<file path="src/rtl/xg_tx_pkg.sv">
package xg_tx_pkg;

    localparam logic [7:0] CODE_IDLE  = 8'h07;
    localparam logic [7:0] CODE_START = 8'hFB;
    localparam logic [7:0] CODE_TERM  = 8'hFD;
    localparam logic [7:0] CODE_ERR   = 8'hFE;
    localparam logic [7:0] BYTE_PRE   = 8'h55;
    localparam logic [7:0] BYTE_SFD   = 8'hD5;

    typedef enum logic [2:0] {
        ST_IDLE,
        ST_PRE,
        ST_DATA,
        ST_TERM,
        ST_GAP
    } enc_state_t;

    typedef enum logic [2:0] {
        WK_IDLE,
        WK_PRE,
        WK_DATA,
        WK_TERM0,
        WK_ERR
    } word_kind_t;

endpackage

</file>
<file path="src/rtl/xg_tx_fsm.sv">
module xg_tx_fsm
    import xg_tx_pkg::*;
(
    input  logic       clk,
    input  logic       rst_n,
    input  logic       in_valid,
    input  logic       in_last,
    input  logic       keep_full,
    output logic       in_ready,
    output word_kind_t kind
);

    enc_state_t cur, nxt;

    always_ff @(posedge clk) begin
        if (!rst_n) cur <= ST_IDLE;
        else        cur <= nxt;
    end

    always_comb begin
        nxt = cur;
        unique case (cur)
            ST_IDLE: if (in_valid) nxt = ST_PRE;
            ST_PRE:  nxt = ST_DATA;
            ST_DATA: begin
                if (in_valid && in_last) nxt = keep_full ? ST_TERM : ST_GAP;
            end
            ST_TERM: nxt = ST_GAP;
            ST_GAP:  nxt = in_valid ? ST_PRE : ST_IDLE;
            default: nxt = ST_IDLE;
        endcase
    end

    always_comb begin
        in_ready = 1'b0;
        kind     = WK_IDLE;
        unique case (cur)
            ST_IDLE: kind = WK_IDLE;
            ST_PRE:  kind = WK_PRE;
            ST_DATA: begin
                in_ready = 1'b1;
                kind     = in_valid ? WK_DATA : WK_ERR;
            end
            ST_TERM: kind = WK_TERM0;
            ST_GAP:  kind = WK_IDLE;
            default: kind = WK_IDLE;
        endcase
    end

endmodule

</file>
<file path="src/rtl/xg_tx_word.sv">
module xg_tx_word
    import xg_tx_pkg::*;
#(
    parameter int LANES = 8,
    localparam int DW   = LANES * 8
) (
    input  word_kind_t       kind,
    input  logic [DW-1:0]    data,
    input  logic [LANES-1:0] keep,
    output logic [DW-1:0]    word_d,
    output logic [LANES-1:0] word_c
);

    for (genvar i = 0; i < LANES; i++) begin : g_lane
        logic prev_kept;
        if (i == 0) begin : g_first
            assign prev_kept = 1'b1;
        end else begin : g_rest
            assign prev_kept = keep[i-1];
        end

        always_comb begin
            word_d[8*i +: 8] = CODE_IDLE;
            word_c[i]        = 1'b1;
            unique case (kind)
                WK_IDLE: begin
                    word_d[8*i +: 8] = CODE_IDLE;
                    word_c[i]        = 1'b1;
                end
                WK_ERR: begin
                    word_d[8*i +: 8] = CODE_ERR;
                    word_c[i]        = 1'b1;
                end
                WK_TERM0: begin
                    word_d[8*i +: 8] = (i == 0) ? CODE_TERM : CODE_IDLE;
                    word_c[i]        = 1'b1;
                end
                WK_PRE: begin
                    if (i == 0) begin
                        word_d[8*i +: 8] = CODE_START;
                        word_c[i]        = 1'b1;
                    end else begin
                        word_d[8*i +: 8] = (i == LANES-1) ? BYTE_SFD : BYTE_PRE;
                        word_c[i]        = 1'b0;
                    end
                end
                WK_DATA: begin
                    if (keep[i]) begin
                        word_d[8*i +: 8] = data[8*i +: 8];
                        word_c[i]        = 1'b0;
                    end else begin
                        word_d[8*i +: 8] = prev_kept ? CODE_TERM : CODE_IDLE;
                        word_c[i]        = 1'b1;
                    end
                end
                default: begin
                    word_d[8*i +: 8] = CODE_IDLE;
                    word_c[i]        = 1'b1;
                end
            endcase
        end
    end

endmodule

</file>
<file path="src/rtl/xg_tx_enc.sv">
module xg_tx_enc
    import xg_tx_pkg::*;
#(
    parameter int LANES = 8,
    localparam int DW   = LANES * 8
) (
    input  logic             clk,
    input  logic             rst_n,
    input  logic [DW-1:0]    s_data,
    input  logic [LANES-1:0] s_keep,
    input  logic             s_last,
    input  logic             s_valid,
    output logic             s_ready,
    output logic [DW-1:0]    xg_txd,
    output logic [LANES-1:0] xg_txc
);

    word_kind_t       kind;
    logic [LANES-1:0] keep_eff;
    logic [DW-1:0]    nxt_d;
    logic [LANES-1:0] nxt_c;

    assign keep_eff = s_last ? s_keep : '1;

    xg_tx_fsm u_fsm (
        .clk       (clk),
        .rst_n     (rst_n),
        .in_valid  (s_valid),
        .in_last   (s_last),
        .keep_full (&s_keep),
        .in_ready  (s_ready),
        .kind      (kind)
    );

    xg_tx_word #(.LANES(LANES)) u_word (
        .kind   (kind),
        .data   (s_data),
        .keep   (keep_eff),
        .word_d (nxt_d),
        .word_c (nxt_c)
    );

    always_ff @(posedge clk) begin
        if (!rst_n) begin
            xg_txd <= {LANES{CODE_IDLE}};
            xg_txc <= '1;
        end else begin
            xg_txd <= nxt_d;
            xg_txc <= nxt_c;
        end
    end

endmodule

</file>
<file path="config.mk">
export PLATFORM = sky130hd
export DESIGN_NAME = xg_tx_enc
export DESIGN_NICKNAME = d
export VERILOG_FILES = /design/src/rtl/xg_tx_pkg.sv /design/src/rtl/xg_tx_fsm.sv /design/src/rtl/xg_tx_word.sv /design/src/rtl/xg_tx_enc.sv
export SDC_FILE = /design/constraint.sdc
export NUM_CORES = 1
export LEC_CHECK = 0
export BUFFER_PORTS_ARGS = -buffer_cell sky130_fd_sc_hd__buf_4
export CAP_MARGIN = 20
export CORE_ASPECT_RATIO = 1.5
export CORE_MARGIN = 4
export CORE_UTILIZATION = 35
export CTS_CLUSTER_SIZE = 30
export DETAILED_ROUTE_END_ITERATION = 16
export GPL_ROUTABILITY_DRIVEN = 0
export PLACE_DENSITY = 0.66
export SLEW_MARGIN = 40
export SYNTH_ARGS = -nofsm -noshare
export SYNTH_HDL_FRONTEND = slang
export SYNTH_SLANG_ARGS = --single-unit
</file>
<file path="constraint.sdc">
create_clock -name clk -period 3.5 [get_ports clk]
set_clock_uncertainty 0.15 [all_clocks]
set_input_delay 0.875 -clock clk [delete_from_list [all_inputs] [get_ports clk]]
set_output_delay 0.875 -clock clk [all_outputs]
set_load 0.005 [all_outputs]
</file>
Word-level counts from Yosys, hierarchy flattened:

Cells that the tools add are included.

* register bits after elaboration: 75
* latch bits: 0
* bits in writable memories: 0
* memories kept: 0
* bits in read-only memories: 0

* divide/modulo/power cells: 0
* order comparisons: 0
* reduce and logical (&&, ||, !) cells: 5
* equal/unequal tests: 10
* bitwise operators: 0
* shift-type cells: 0
* $mul: 0
* multiplexer cells: 47
* add/subtract/negate cells: 0

Operators by type and width (count)
* one-hot mux 8 bit (3 select lines): 7
* two-way mux 8 bit: 16
* one-hot mux 8 bit (4 select lines): 1
* one-hot mux 3 bit (5 select lines): 1
* one-hot mux 1 bit (2 select lines): 7
* == test 3 x 2 -> 1 bit (second input constant): 4
* two-way mux 3 bit: 4
* two-way mux 1 bit: 10
* one-hot mux 3 bit (3 select lines): 1
* AND reduction 8 bit: 1
* == test 3 x 1 -> 1 bit (second input constant): 2
* == test 3 bit (second input constant): 2
* AND reduction 2 bit: 2
* zero test 3 bit: 1
* inequality test 2 x 1 -> 1 bit (second input constant): 1
* inequality test 2 bit (second input constant): 1
* logical AND 1 bit: 1

Longest topological paths before layout:

* depth after elaboration: 4
* mapped depth: 6
* mapped depth without buffers: 4

Modules after synthesis:

A second synthesis with hierarchy kept.

* cell total of the unflattened synthesis: 367
* area, all modules: 3559.7 um^2

By module, submodules not included
* xg_tx_enc: area an instance 2025.7 um^2, cells each 162, times used 1
* xg_tx_word: area an instance 1375.1 um^2, cells each 186, times used 1
* xg_tx_fsm: area an instance 158.9 um^2, cells each 19, times used 1

Least setup slack after synthesis:

No wires, ideal clock.

* path kind: in2reg
* start point: input port s_valid
* end point: register xg_txc[7]
* slack: 1664 ps
* data arrival time: 1558 ps
* stages on the path: 6
* cell sequence: buf_2 nand2_1 nor2_1 o21a_4 buf_2 o21ai_0

* longest elaborated chain between the ends: 4
* elaborated cells on any way between the ends: 5
* those cells by class: eq/ne (2); mux (3)

RTL lines
* start: declaration: RTL line xg_tx_enc.sv:12 `input logic s_valid,`
* two-way mux 3 bit (*): RTL line xg_tx_fsm.sv:42 `kind = in_valid ? WK_DATA : WK_ERR;`
* one-hot mux 3 bit (3 select lines) (*): RTL line xg_tx_fsm.sv:37 `unique case (cur)`
* == test 3 x 2 -> 1 bit or == test 3 x 1 -> 1 bit (tied branches): RTL line xg_tx_word.sv:25 `unique case (kind)`
* one-hot mux 1 bit (2 select lines) (*): RTL line xg_tx_word.sv:25
* end signal: assignment: RTL line xg_tx_enc.sv:49 `xg_txc <= nxt_c;`
* end: declaration: RTL line xg_tx_enc.sv:15 `output logic [LANES-1:0] xg_txc`

Every way passes the cells marked *; elsewhere a longest branch is shown, timed or not.
A chain may end at the register's enable or synchronous reset.

Worst setup path after layout:

* start point: register u_fsm.cur[1]
* end point: output port s_ready

* longest elaborated chain between the ends: 2

RTL lines
* start: declaration: RTL line xg_tx_fsm.sv:13 `enc_state_t cur, nxt;`
* start signal: assignment: RTL line xg_tx_fsm.sv:17 `else cur <= nxt;`
* == test 3 x 2 -> 1 bit: RTL line xg_tx_fsm.sv:37
* two-way mux 1 bit: RTL line xg_tx_fsm.sv:37
* end: declaration: RTL line xg_tx_enc.sv:13 `output logic s_ready,`

No other way between the ends.

==> run metrics <==
RSZ-0062 raised after global routing false; Synth Register Bits 75; post-synthesis xor/xnor area fraction 0%; Area Overhead vs Synth 48.6%; mux share of post-synthesis cell area 0%; Buf/Inv on CP 2; # DRC 0; DR WL/cell 15.2 um; total grt overflow 0; share of synthesized area occupied by flip-flops and latches 56.0%; Final Util 54.0%; combinational family with the most area after synthesis compound AO/OA/AOI/OAI gates; Leakage Power 1.82 nW; Final Cycle Share 64.5%; CP arrival 1.23 ns; CTS tree done; final setup margin 1.24 ns; initial antenna violation count 0; vias in the first global route 2515; Hold Buf Count CTS 0; Adder-Cell Fraction of Synth Area 0%; number of synthesized flops with an enable pin 0; Reg2Reg Setup Slack 1.49 ns; kind of critical path register to output pin; Antenna Violating Nets Remaining 0; CP startpoint kind register; outcome complete, no violations; Clock Tree Buf Depth 2; Max-slew headroom 55.1%; clock slew at reported path FFs 0.07 ns; Place WS 1.02 ns; Worst-Margin Slew 0.672 ns; post-synthesis cell area 2680 um^2; DIE WIDTH 79.5 um; Mapped Cells 295; cell count after placement 524; CP endpoint kind output pin; Hold Slack 0.524 ns; Synth area leader dfxtp_1; largest net degree at the start of global routing 29; Synth Flop Type dfxtp_1; Clock Latency Late Sink 0.35 ns; syn nets 371; Vias 2567; WL final 8190 um; ant diodes 0; DR pass1 iterations 5; post-CTS setup buffers 0; crit-path cells nand2_4, inv_1, buf_4; Final Instance Count excl. Fillers 539; total power 1.76 mW; Cell Rows 38; largest stage delay on the critical path 0.59 ns; Final HPWL DP 6240 um; Sink Count 75; Tmin final 2.26 ns; Root Driver clkbuf_8; CP max stage cell dfxtp_1; mean post-synth cell area 9.08 um^2; max-slew violations 0; cell family with most CP delay flip-flops; Starting Density 36.4%; count of warnings emitted by yosys 0; Hold Crit Class register to register; top cell type's share of synthesized area 56.0%; Final setup viols 0; Vert. Die Dim 115 um; GRT Total Usage 17.8%; Synth Area in Compound Gates 19.8%; Initial DRC Count 157; synth unique cells 40; CTS buffer count 9; placed cell areas 3820 um^2; H-Tree Level Count 3; post-route setup TNS 0 ns; Synth area leaders dfxtp_1, a21oi_1, o21ai_0; async set-reset flop share out of synthesis 0%; Peak VDD IR 0.000225 V; die area 9150 um^2; Commonest cells post-synth dfxtp_1, a21oi_1, o21ai_0, nand2_1, nor2_1; first-pass GRT wire length 12200 um; pwr/cell area 442 nW/um^2; Worst EP required 2.47 ns; Top Ports 149; IO Port Bufs 148; CP Max Fanout 10; cell with the most instances after synthesis dfxtp_1; Synth Area in Simple Gates 19.7%; vias per std cell 4.76; final net count 511; layout cells sized above 1 40.5%; core area 7370 um^2; post-cts sizing count 0; Max Freq 443 MHz; Hold Violations, Final 0; Design Area, Final 3980 um^2; MaxCap Viol Count 0
[state kept, by name, indices dropped and copies added, names as in the netlist]
register / cells
u_fsm.cur: 3
xg_txc: 8
xg_txd: 64
[final timing paths]
path	start	end	cells past startpoint
worst min-delay path	u_fsm.cur[0]	u_fsm.cur[2]	2
worst min register to register	u_fsm.cur[0]	u_fsm.cur[2]	2
worst max-delay path	u_fsm.cur[1]	s_ready	3
worst max register to register	u_fsm.cur[1]	xg_txd[58]	2
[report_power, final]
| group | switching, mW | internal [mW] |
|---|---|---|
| registers | 0.0188 | 0.902 |
| clock network | 0.299 | 0.270 |
| logic | 0.121 | 0.149 |
[layer usage]
metal | GRT usage (%) | wire length [um]
met1 | 17.7 | 2960
met2 | 32.6 | 4390
met3 | 6.90 | 669
met4 | 7.45 | 172
met5 | 0 | 0
[layout make-up]
| type | count | area [um^2] |
|---|---|---|
| inverter | 5 | 18.8 |
| clock inverter | 3 | 15.0 |
| fill | 708 | 3390 |
| multi-input combinational | 195 | 1060 |
| sequential | 75 | 1500 |
| timing repair buffer | 149 | 1120 |
| tap | 100 | 125 |
| clock buffer | 12 | 145 |
[tightest hold or removal path, delay by kind of cell, from the launching register on]
kind,cells,cell delay [ns]
flip-flops,1,0.40
buffers and inverters,1,0.15
AO/OA/AOI/OAI,1,0.07
[cells by family (layout without fill, tap and decap cells)]
logic type / Yosys count / count (layout)
flops: 75 / 75
compound gates: 100 / 100
buf+inv: 25 / 169
simple gates: 95 / 95
[placed cells by master, fill, tap and decap left out, drive strengths merged, types with 3 or more instances in the layout]
cell / synthesis / routed
a21oi: 44 / 44
and2: 7 / 7
and2b: 6 / 6
buf: 7 / 149
clkbuf: 13 / 12
clkinv: 0 / 3
dfxtp: 75 / 75
inv: 5 / 5
nand2: 25 / 25
nand2b: 7 / 7
nand4: 3 / 3
nor2: 24 / 24
nor2b: 9 / 9
o21ai: 47 / 47
or3: 8 / 8
Power figures use the tool's default switching activity.
